[src/rtl/tsr_pkg.sv]
// Shared types for the regression timestamp counter.
// Assumes nothing beyond a single clock domain for every consumer.
package tsr_pkg;

    // Gate phase decode shared by the timebase and the top level.
    typedef struct packed {
        logic start;   // first edge that samples gate high
        logic stop;    // first edge that samples gate low
        logic open;    // gate window active (registered)
    } gate_ctl_t;

endpackage

[src/rtl/tsr_sync_edge.sv]
// Synchronizes an asynchronous input through STAGES flops and flags its
// rising edge for one cycle.
// Assumes STAGES >= 2; the input may change at any time.
module tsr_sync_edge #(
    parameter int STAGES = 2
) (
    input  logic clk,
    input  logic rst_n,
    input  logic async_in,
    output logic rise
);
    logic [STAGES:0] chain;

    // First stage samples the raw input.
    always_ff @(posedge clk) begin
        if (!rst_n) chain[0] <= 1'b0;
        else        chain[0] <= async_in;
    end

    // Remaining stages, plus one extra history flop for edge detection.
    for (genvar i = 1; i <= STAGES; i++) begin : g_stage
        always_ff @(posedge clk) begin
            if (!rst_n) chain[i] <= 1'b0;
            else        chain[i] <= chain[i-1];
        end
    end

    assign rise = chain[STAGES-1] & ~chain[STAGES];

    assert_pulse_single_R2: assert property (@(posedge clk) disable iff (!rst_n)
        rise |=> !rise);

endmodule

[src/rtl/tsr_timebase.sv]
// Registers the gate level, decodes start/stop and runs the time counter,
// which restarts at zero on every gate start.
// Assumes a gate shorter than 2**TS_W cycles so the count never wraps in it.
module tsr_timebase
    import tsr_pkg::*;
#(
    parameter int TS_W = 16
) (
    input  logic            clk,
    input  logic            rst_n,
    input  logic            gate,
    output gate_ctl_t       ctl,
    output logic [TS_W-1:0] tcount
);
    logic open_q;

    // Remember the gate level of the previous edge.
    always_ff @(posedge clk) begin
        if (!rst_n) open_q <= 1'b0;
        else        open_q <= gate;
    end

    assign ctl.start = gate & ~open_q;
    assign ctl.stop  = ~gate & open_q;
    assign ctl.open  = open_q;

    // Free-running time count, zeroed when a gate opens.
    always_ff @(posedge clk) begin
        if (!rst_n || ctl.start) tcount <= '0;
        else                     tcount <= tcount + 1'b1;
    end

    assert_count_steps_R3: assert property (@(posedge clk) disable iff (!rst_n)
        !ctl.start |=> tcount == $past(tcount) + 1'b1);

    assert_start_zero_R6: assert property (@(posedge clk) disable iff (!rst_n)
        ctl.start |=> tcount == '0);

endmodule

[src/rtl/tsr_accum.sv]
// Accumulates N, sum x, sum y, sum x*y and sum x^2 for a least-squares fit.
// Assumes x, y < 2**TS_W and at most 2**TS_W - 1 additions per clear, so the
// derived widths cannot overflow.
module tsr_accum #(
    parameter int TS_W = 16
) (
    input  logic              clk,
    input  logic              rst_n,
    input  logic              clr,
    input  logic              add,
    input  logic [TS_W-1:0]   x,
    input  logic [TS_W-1:0]   y,
    output logic [TS_W-1:0]   s_n,
    output logic [2*TS_W-1:0] s_x,
    output logic [2*TS_W-1:0] s_y,
    output logic [3*TS_W-1:0] s_xy,
    output logic [3*TS_W-1:0] s_xx
);
    localparam int PW = 2 * TS_W;
    localparam int QW = 3 * TS_W;

    logic [PW-1:0] prod_xy, prod_xx;

    assign prod_xy = PW'(x) * PW'(y);
    assign prod_xx = PW'(x) * PW'(x);

    // Clear on gate start, otherwise add one point per capture.
    always_ff @(posedge clk) begin
        if (!rst_n || clr) begin
            s_n  <= '0;
            s_x  <= '0;
            s_y  <= '0;
            s_xy <= '0;
            s_xx <= '0;
        end else if (add) begin
            s_n  <= s_n + 1'b1;
            s_x  <= s_x + PW'(x);
            s_y  <= s_y + PW'(y);
            s_xy <= s_xy + QW'(prod_xy);
            s_xx <= s_xx + QW'(prod_xx);
        end
    end

    assert_n_step_R5: assert property (@(posedge clk) disable iff (!rst_n)
        (add && !clr) |=> s_n == $past(s_n) + 1'b1);

    assert_hold_R7: assert property (@(posedge clk) disable iff (!rst_n)
        (!add && !clr) |=> $stable(s_y) && $stable(s_n));

endmodule

[src/rtl/tsr_capbuf.sv]
// Stores up to DEPTH (index, timestamp) records in capture order, with an
// asynchronous read port. Once full, it drops new records and flags overflow.
// Assumes DEPTH >= 2.
module tsr_capbuf #(
    parameter int TS_W  = 16,
    parameter int DEPTH = 8
) (
    input  logic                       clk,
    input  logic                       rst_n,
    input  logic                       clr,
    input  logic                       wr,
    input  logic [TS_W-1:0]            wr_index,
    input  logic [TS_W-1:0]            wr_time,
    input  logic [$clog2(DEPTH)-1:0]   rd_addr,
    output logic [TS_W-1:0]            rd_index,
    output logic [TS_W-1:0]            rd_time,
    output logic [$clog2(DEPTH+1)-1:0] count,
    output logic                       ovf
);
    localparam int AW = $clog2(DEPTH);
    localparam int CW = $clog2(DEPTH + 1);

    logic [TS_W-1:0] mem_idx [DEPTH];
    logic [TS_W-1:0] mem_ts  [DEPTH];
    logic            full;

    assign full = (count == CW'(DEPTH));

    // Fill pointer and sticky overflow flag.
    always_ff @(posedge clk) begin
        if (!rst_n || clr) begin
            count <= '0;
            ovf   <= 1'b0;
        end else if (wr) begin
            if (full) ovf   <= 1'b1;
            else      count <= count + 1'b1;
        end
    end

    // Record storage; not reset, since only filled slots are meaningful.
    always_ff @(posedge clk) begin
        if (wr && !full && !clr) begin
            mem_idx[count[AW-1:0]] <= wr_index;
            mem_ts[count[AW-1:0]]  <= wr_time;
        end
    end

    assign rd_index = mem_idx[rd_addr];
    assign rd_time  = mem_ts[rd_addr];

    assert_count_bound_R9: assert property (@(posedge clk) disable iff (!rst_n)
        count <= CW'(DEPTH));

    assert_ovf_when_full_R10: assert property (@(posedge clk) disable iff (!rst_n)
        $rose(ovf) |-> count == CW'(DEPTH));

endmodule

[src/rtl/tsfreq_regress.sv]
// Top level: timestamps each synchronized rising edge of sig_in while the gate
// is open, streams and buffers the records, and accumulates the regression
// sums. done pulses the cycle after the gate closes.
// Assumes gate is synchronous to clk and a gate lasts fewer than 2**TS_W cycles.
module tsfreq_regress
    import tsr_pkg::*;
#(
    parameter int TS_W        = 16,
    parameter int DEPTH       = 8,
    parameter int SYNC_STAGES = 2
) (
    input  logic                       clk,
    input  logic                       rst_n,
    input  logic                       sig_in,
    input  logic                       gate,
    input  logic [$clog2(DEPTH)-1:0]   rd_addr,
    output logic                       cap_valid,
    output logic [TS_W-1:0]            cap_index,
    output logic [TS_W-1:0]            cap_time,
    output logic [TS_W-1:0]            rd_index,
    output logic [TS_W-1:0]            rd_time,
    output logic [$clog2(DEPTH+1)-1:0] buf_count,
    output logic                       overflow,
    output logic                       done,
    output logic [TS_W-1:0]            sum_n,
    output logic [2*TS_W-1:0]          sum_x,
    output logic [2*TS_W-1:0]          sum_y,
    output logic [3*TS_W-1:0]          sum_xy,
    output logic [3*TS_W-1:0]          sum_xx
);
    gate_ctl_t       ctl;
    logic [TS_W-1:0] tcount;
    logic [TS_W-1:0] event_idx;
    logic            rise, capture;

    tsr_sync_edge #(.STAGES(SYNC_STAGES)) u_sync (
        .clk(clk), .rst_n(rst_n), .async_in(sig_in), .rise(rise));

    tsr_timebase #(.TS_W(TS_W)) u_tb (
        .clk(clk), .rst_n(rst_n), .gate(gate), .ctl(ctl), .tcount(tcount));

    assign capture = rise & ctl.open;

    // Running event number, restarted with each gate.
    always_ff @(posedge clk) begin
        if (!rst_n || ctl.start) event_idx <= '0;
        else if (capture)        event_idx <= event_idx + 1'b1;
    end

    // Capture stream register.
    always_ff @(posedge clk) begin
        if (!rst_n) begin
            cap_valid <= 1'b0;
            cap_index <= '0;
            cap_time  <= '0;
        end else begin
            cap_valid <= capture;
            if (capture) begin
                cap_index <= event_idx;
                cap_time  <= tcount;
            end
        end
    end

    // End-of-gate pulse; the last capture lands in the sums on the same edge.
    always_ff @(posedge clk) begin
        if (!rst_n) done <= 1'b0;
        else        done <= ctl.stop;
    end

    tsr_accum #(.TS_W(TS_W)) u_acc (
        .clk(clk), .rst_n(rst_n), .clr(ctl.start), .add(capture),
        .x(event_idx), .y(tcount),
        .s_n(sum_n), .s_x(sum_x), .s_y(sum_y), .s_xy(sum_xy), .s_xx(sum_xx));

    tsr_capbuf #(.TS_W(TS_W), .DEPTH(DEPTH)) u_buf (
        .clk(clk), .rst_n(rst_n), .clr(ctl.start), .wr(capture),
        .wr_index(event_idx), .wr_time(tcount), .rd_addr(rd_addr),
        .rd_index(rd_index), .rd_time(rd_time),
        .count(buf_count), .ovf(overflow));

    assert_strobe_width_R2: assert property (@(posedge clk) disable iff (!rst_n)
        cap_valid |=> !cap_valid);

    assert_count_matches_R5: assert property (@(posedge clk) disable iff (!rst_n)
        cap_valid |-> sum_n == cap_index + 1'b1);

    assert_done_pulse_R8: assert property (@(posedge clk) disable iff (!rst_n)
        done |=> !done);

endmodule

[config.mk]
export PLATFORM = sky130hd
export DESIGN_NAME = tsfreq_regress
export DESIGN_NICKNAME = d
export VERILOG_FILES = /design/src/rtl/tsr_pkg.sv /design/src/rtl/tsr_sync_edge.sv /design/src/rtl/tsr_timebase.sv /design/src/rtl/tsr_accum.sv /design/src/rtl/tsr_capbuf.sv /design/src/rtl/tsfreq_regress.sv
export SDC_FILE = /design/constraint.sdc
export NUM_CORES = 2
export LEC_CHECK = 0
export ABC_AREA = 0
export BUFFER_PORTS_ARGS = -buffer_cell sky130_fd_sc_hd__buf_4
export CORE_AREA = 2 2 475 336
export DETAILED_ROUTE_END_ITERATION = 6
export DIE_AREA = 0 0 477 338
export PLACE_DENSITY = 0.48
export SETUP_SLACK_MARGIN = 0.15
export SLEW_MARGIN = 20
export SYNTH_ARGS = -nofsm -noshare
export SYNTH_HDL_FRONTEND = slang
export SYNTH_SLANG_ARGS = --single-unit
[constraint.sdc]
create_clock -name clk -period 8.9 [get_ports clk]
set_clock_uncertainty 0.1 [all_clocks]
set_input_delay 0.89 -clock clk [delete_from_list [all_inputs] [get_ports clk]]
set_output_delay 0.89 -clock clk [all_outputs]
set_load 0.005 [all_outputs]
* Word level (Yosys, flattened, before mapping)
Memories as Yosys holds them, arrays and structs flattened.
Cells that the tools add are included.
** Word-level totals
- Input port bits :: 7
- Word-level logic and storage cells :: 48
- Register bits after elaboration :: 251
- Memories kept :: 2
- RAM bits :: 256
- Output and inout bits :: 247
** Cells by class
- Bitwise gates (word level) :: 8
- Equal/unequal tests :: 1
- $mul :: 2
- $add $sub $neg :: 8
- Reductions and logical operators :: 8
- Mux-type cells :: 2
** Memory list
- u_buf.mem_idx :: depth 8, width 16, read ports 1, clocked after Yosys merged registers in 0, wr ports 1, line tsr_capbuf.sv:23 : logic [TS_W-1:0] mem_idx [DEPTH];
- u_buf.mem_ts :: depth 8, width 16, read ports 1, clocked after Yosys merged registers in 0, wr ports 1, line tsr_capbuf.sv:24 : logic [TS_W-1:0] mem_ts [DEPTH];
** Operators with widths (number)
- $add 48x32->48 :: 2
- $add 32x16->32 :: 2
- $mul 16x16->32 :: 2
- $add 16x1->16 const B :: 3
- $add 4x1->4 const B :: 1
- $and 1x1->1 :: 4
- $eq 4x4->1 const B :: 1
- $not 1->1 :: 4
- $reduce_and 2->1 :: 2
- $logic_not 1->1 :: 3
- $logic_and 1x1->1 :: 2
- $mux 1 :: 2
- $logic_or 1x1->1 :: 1

* Depth between registers and ports, before layout
- Depth in word-level cells :: 7
- Mapped depth :: 27
- Depth with buffers taken out :: 24

* Hierarchy
From an unflattened synthesis, not the netlist that was laid out.
** Second synthesis, totals
- Cells, all modules :: 3743
- Area total of the unflattened synthesis :: 39046.2 um^2
** By module, submodules not included
- tsr_accum :: area an instance 26166.3 um^2, instances 1, cells each 3009, sequential area each 3523.4 um^2
- tsr_capbuf :: area an instance 10053.4 um^2, instances 1, cells each 411, sequential area each 7787.5 um^2
- tsfreq_regress :: area an instance 1951.9 um^2, instances 1, cells each 228, sequential area each 1001.0 um^2
- tsr_timebase :: area an instance 782.0 um^2, instances 1, cells each 88, sequential area each 340.3 um^2
- tsr_sync_edge :: area an instance 92.6 um^2, instances 1, cells each 7, sequential area each 60.1 um^2

* Worst setup path before layout
Ideal clock, no wire load.
- Path type :: register to register
- Start point :: reg event_idx[6]
- End point :: reg u_acc.s_xx[46]
- Slack :: 2.022 ns
- Arrival time :: 6.707 ns
- Path buffers :: 5
- Required time :: 8.730 ns
- Stages on the path, launching flop included :: 28
- Setup time :: 0.070 ns
- Period minus slack after synthesis :: 6.878 ns
- Cells stage by stage :: dfxtp_1 -> clkbuf_1 -> clkbuf_1 -> clkbuf_1 -> nand2_1 -> fa_1 -> inv_1 -> fa_1 -> inv_1 -> fa_1 -> inv_1 -> fa_1 -> fa_1 -> inv_1 -> fa_1 -> inv_1 -> ha_1 -> buf_2 -> nand2_1 -> o21ai_0 -> a31oi_1 -> o21ai_2 -> o311ai_4 -> o21ai_4 -> a211oi_4 -> buf_6 -> or4_1 -> a21oi_1
** Between the ends
- Longest elaborated chain between the ends :: 2
** RTL lines
- start: declaration :: line tsfreq_regress.sv:33 : logic [TS_W-1:0] event_idx;
- start signal: assignment :: line tsfreq_regress.sv:47 : else if (capture) event_idx <= event_idx + 1'b1;
- $mul 16x16->32 :: line tsr_accum.sv:25 : assign prod_xx = PW'(x) * PW'(x);
- $add 48x32->48 :: line tsr_accum.sv:40 : s_xx <= s_xx + QW'(prod_xx);
- end signal: assignment :: line tsr_accum.sv:40
- end: declaration :: line tsr_accum.sv:17 : output logic [3*TS_W-1:0] s_xx
No other way between the ends.
A chain may end at the register's enable or synchronous reset.

* Worst setup path after layout
- Start point :: reg event_idx[5]
- End point :: reg u_acc.s_xx[47]
The elaborated chain is that of the path after synthesis.

==> Implementation_results.wiki <==
{| class="wikitable"
! Metric !! Value
|-
| Critical Path End Type || flop
|-
| Initial antenna violation count || 3
|-
| Pint || approximately 4 mW
|-
| Pleak || just over 20 nW
|-
| DP HPWL || 91500 µm
|-
| Worst Path Buf+Inv || 5
|-
| Core Util, Final || 0.289
|-
| Clock Tree Buf Depth || 3
|-
| Initial core utilization || 0.248
|-
| Fraction of synthesis flops using an asynchronous set or reset pin || 0
|-
| Share of synthesized area occupied by flip-flops and latches || 0.327
|-
| Number of buffers added by the clock tree synthesis step || 59
|-
| Worst rel slew slack || 0.333
|-
| Power per cell area || 116 nW/µm²
|-
| Critical path startpoint category || flop
|-
| Worst IR drop on VDD || 0.152 mV
|-
| Final period util || 0.825
|-
| Switching part of the total power || 0.233
|-
| Layout cell share with drive strength beyond 1 || 0.136
|-
| Count of hold buffers inserted by post-cts repair || 0
|-
| Cell with the largest stage delay on the worst path || sky130_fd_sc_hd__dfxtp_2
|-
| Global router's overall resource usage || 0.154
|-
| Syn Area/Cell || 10.0 µm²
|-
| Clock tree from TritonCTS || built
|-
| Number of placement rows || 122
|-
| Most prevalent standard cell on the critical path || sky130_fd_sc_hd__fa_1
|-
| Gr ovfl total || 0
|-
| Arrival time of the worst setup path || 7.77 ns
|-
| Cells traversed along the worst timing path || nand2_1 -> fa_1 -> inv_1 -> fa_1 -> inv_1 -> fa_1 -> inv_1 -> fa_1 -> fa_1 -> inv_1 -> fa_1 -> inv_1 -> ha_1 -> a21o_1 -> a21o_1 -> a21o_1 -> a311oi_1 -> nand3_1 -> o2111ai_1 -> a211oi_1 -> xnor2_1 -> nor2_1
|-
| Final setup viols || 0
|-
| Synthesized netlist net count || 4559
|-
| Drt drc || 0
|-
| Run status || finished, final reports clean
|-
| Routed wire length per instance || 19.8 µm
|-
| Setup repair after global routing missed its margin || no
|-
| Slew at the pin with the worst max-slew slack || 0.998 ns
|-
| Remaining antenna violation count after routing || 0
|-
| Die outline height || between 300 and 400 µm
|-
| Post-CTS setup repair buffer count || 0
|-
| Number of flops mapped to enable cells by yosys || 256
|-
| Most frequent standard cell in the layout excluding fill and tap cells || sky130_fd_sc_hd__inv_1
|-
| Cell at the root of the clock tree || sky130_fd_sc_hd__clkbuf_16
|-
| Max-cap violation count || 0
|-
| Aggregate negative setup slack || 0 ns
|-
| Maximum number of pins on one net before global-route repair || 75
|-
| Die Wd || ~480 µm
|-
| Syn Std Cell Area || 38900 µm²
|-
| Growth of design area from synthesis to finish || 16.7%
|-
| Worst-case hold slack || between 0.3 and 0.4 ns
|-
| Clock network fraction of total power || 0.506
|-
| H-tree level count || 2
|-
| Critical Path Fanout Max || 27
|-
| Post-cts resize count || 0
|-
| Synthesized instance count || just under 4000
|-
| Worst min-delay path class || in -> reg
|-
| Insertion delay of the later-clocked pin in the worst-skew pair || 0.68 ns
|-
| FF-to-FF setup slack || 1.56 ns
|-
| Count of different cell masters after synthesis || between 70 and 80
|-
| Detailed Route Iter0 Violations || 1787
|-
| WS Path Type || reg -> reg
|-
| Count of final max-slew check failures || 0
|-
| Final RePlAce weighted congestion || 0.824
|-
| Placeable core region || roughly 160000 µm²
|-
| Count of filler cells inserted in the layout || 16400
|-
| Final count of hold timing violations || 0
|-
| Clock Pin Slew Worst Setup and Hold Paths || about 0.060 ns
|-
| Number of ports placed on the die boundary || 254
|-
| Ratio of routed vias to standard cells || about 4.5
|-
| Total Routed Length || ~120000 µm
|-
| Maximum clock frequency || between 100 and 150 MHz
|-
| Net count reported at finish || 4756
|-
| Most instantiated flip-flop cell in the synthesis netlist || sky130_fd_sc_hd__edfxtp_1
|-
| Total die area || about 160000 µm²
|-
| Total via count after detailed routing || 27800
|-
| First drt pass iteration count || 5
|-
| Part of the power in registers || 0.465
|-
| Max stage delay on crit path || 0.84 ns
|-
| Synth warn || 0
|-
| Critical Path RT || about 9.3 ns
|-
| Count of input and output buffers || 253
|-
| Period minus WS final || 7.34 ns
|-
| Post-synthesis sequential element count || ~500
|-
| Sink Count || ~510
|-
| Global-route wire length before repair || 187000 µm
|-
| Number of global-route vias before repair || 28000
|-
| Sw power || 1.22 mW
|-
| Commonest cells after routing, fill and taps aside || sky130_fd_sc_hd__inv_1, sky130_fd_sc_hd__nand2_1, sky130_fd_sc_hd__fa_1
|-
| Power share of the combinational group || 0.030
|-
| Cell type group with the largest total delay on the critical path || adder cells
|}
cell families after synthesis:
kind of cell,Yosys count,synth area share
adder cells (fa/ha/maj),678,0.299
AO/OA/AOI/OAI,470,0.0763
XOR/XNOR,157,0.0354
multiplexers,101,0.0476
AND/OR/NAND/NOR,1102,0.131
flip-flops,507,0.327
buffers and inverters,859,0.0836
layer usage:
layer  routed length, µm  share of wire  track usage
met4                2360          0.019       0.0297
met2               54800           0.44        0.239
met3                7030          0.057       0.0276
met1               59300           0.48        0.223
met5                  13        0.00011            0
flip-flops by register name, indices dropped and copies added, names as in the netlist, 32 cells and up:
| signal | count |
|---|---|
| u_acc.s_x | 32 |
| u_acc.s_xx | 48 |
| u_buf.mem_idx | 128 |
| u_buf.mem_ts | 128 |
| u_acc.s_xy | 48 |
| u_acc.s_y | 32 |
synth_stat cells (42+ instances only):
cell type / number / area [µm²]
sky130_fd_sc_hd__mux4_2: 64 / 1440
sky130_fd_sc_hd__clkbuf_1: 145 / 544
sky130_fd_sc_hd__nand3_1: 53 / 265
sky130_fd_sc_hd__and2_1: 164 / 1030
sky130_fd_sc_hd__a21oi_1: 189 / 946
sky130_fd_sc_hd__nor2_1: 208 / 781
sky130_fd_sc_hd__inv_1: 679 / 2550
sky130_fd_sc_hd__o21ai_0: 67 / 335
sky130_fd_sc_hd__ha_1: 259 / 3240
sky130_fd_sc_hd__a21o_1: 49 / 368
sky130_fd_sc_hd__xnor2_1: 94 / 823
sky130_fd_sc_hd__and3_1: 42 / 263
sky130_fd_sc_hd__xor2_1: 63 / 552
sky130_fd_sc_hd__dfxtp_1: 251 / 5020
sky130_fd_sc_hd__fa_1: 419 / 8390
sky130_fd_sc_hd__nand2_1: 492 / 1850
sky130_fd_sc_hd__edfxtp_1: 256 / 7690
final timing paths:
kind                              startpoint         endpoint  cells past startpoint
worst max-delay path            event_idx[5]   u_acc.s_xx[47]                     22
worst min-delay path                  sig_in  u_sync.chain[0]                      2
worst max register to register  event_idx[5]   u_acc.s_xx[47]                     22
worst min register to register  cap_time[10]     cap_time[10]                      2
final cells by class:
| type | instances | area, µm² | share of cell area |
|---|---|---|---|
| clock buffer | 72 | 1570 | 0.0345 |
| multi-input combinational | 2508 | 23000 | 0.507 |
| antenna | 1 | 2.50 | 0.0000551 |
| timing repair buffer | 316 | 2380 | 0.0525 |
| inverter | 679 | 2550 | 0.0562 |
| clock inverter | 39 | 524 | 0.0116 |
| sequential | 507 | 12700 | 0.281 |
| tap | 2108 | 2640 | 0.0581 |
power groups by stage:
stage | Clock [mW] | Combinational [mW] | Sequential, mW
finish | 2.65 | 0.155 | 2.44
global route | 2.83 | 0.167 | 2.44
CTS | 2.75 | 0.160 | 2.44
detailed placement | 0 | 0.159 | 2.49
global placement | 0 | 0.159 | 2.49
floorplan | 0 | 0.0876 | 2.49
through the flow:
stage / instance area, µm² / power, mW / std cells / worst slack, ns
3_5_place_dp: 43300 / 2.65 / 6118 / 1.57
5_1_grt: 45400 / 5.43 / 6229 / 1.18
6_report: 45400 / 5.25 / 6230 / 1.56
3_3_place_gp: 43300 / 2.65 / 6118 / 1.51
2_1_floorplan: 38900 / 2.58 / 3874 / 2.02
4_1_cts: 45400 / 5.35 / 6229 / 1.53
No activity file was read; power rests on OpenSTA's default activity.
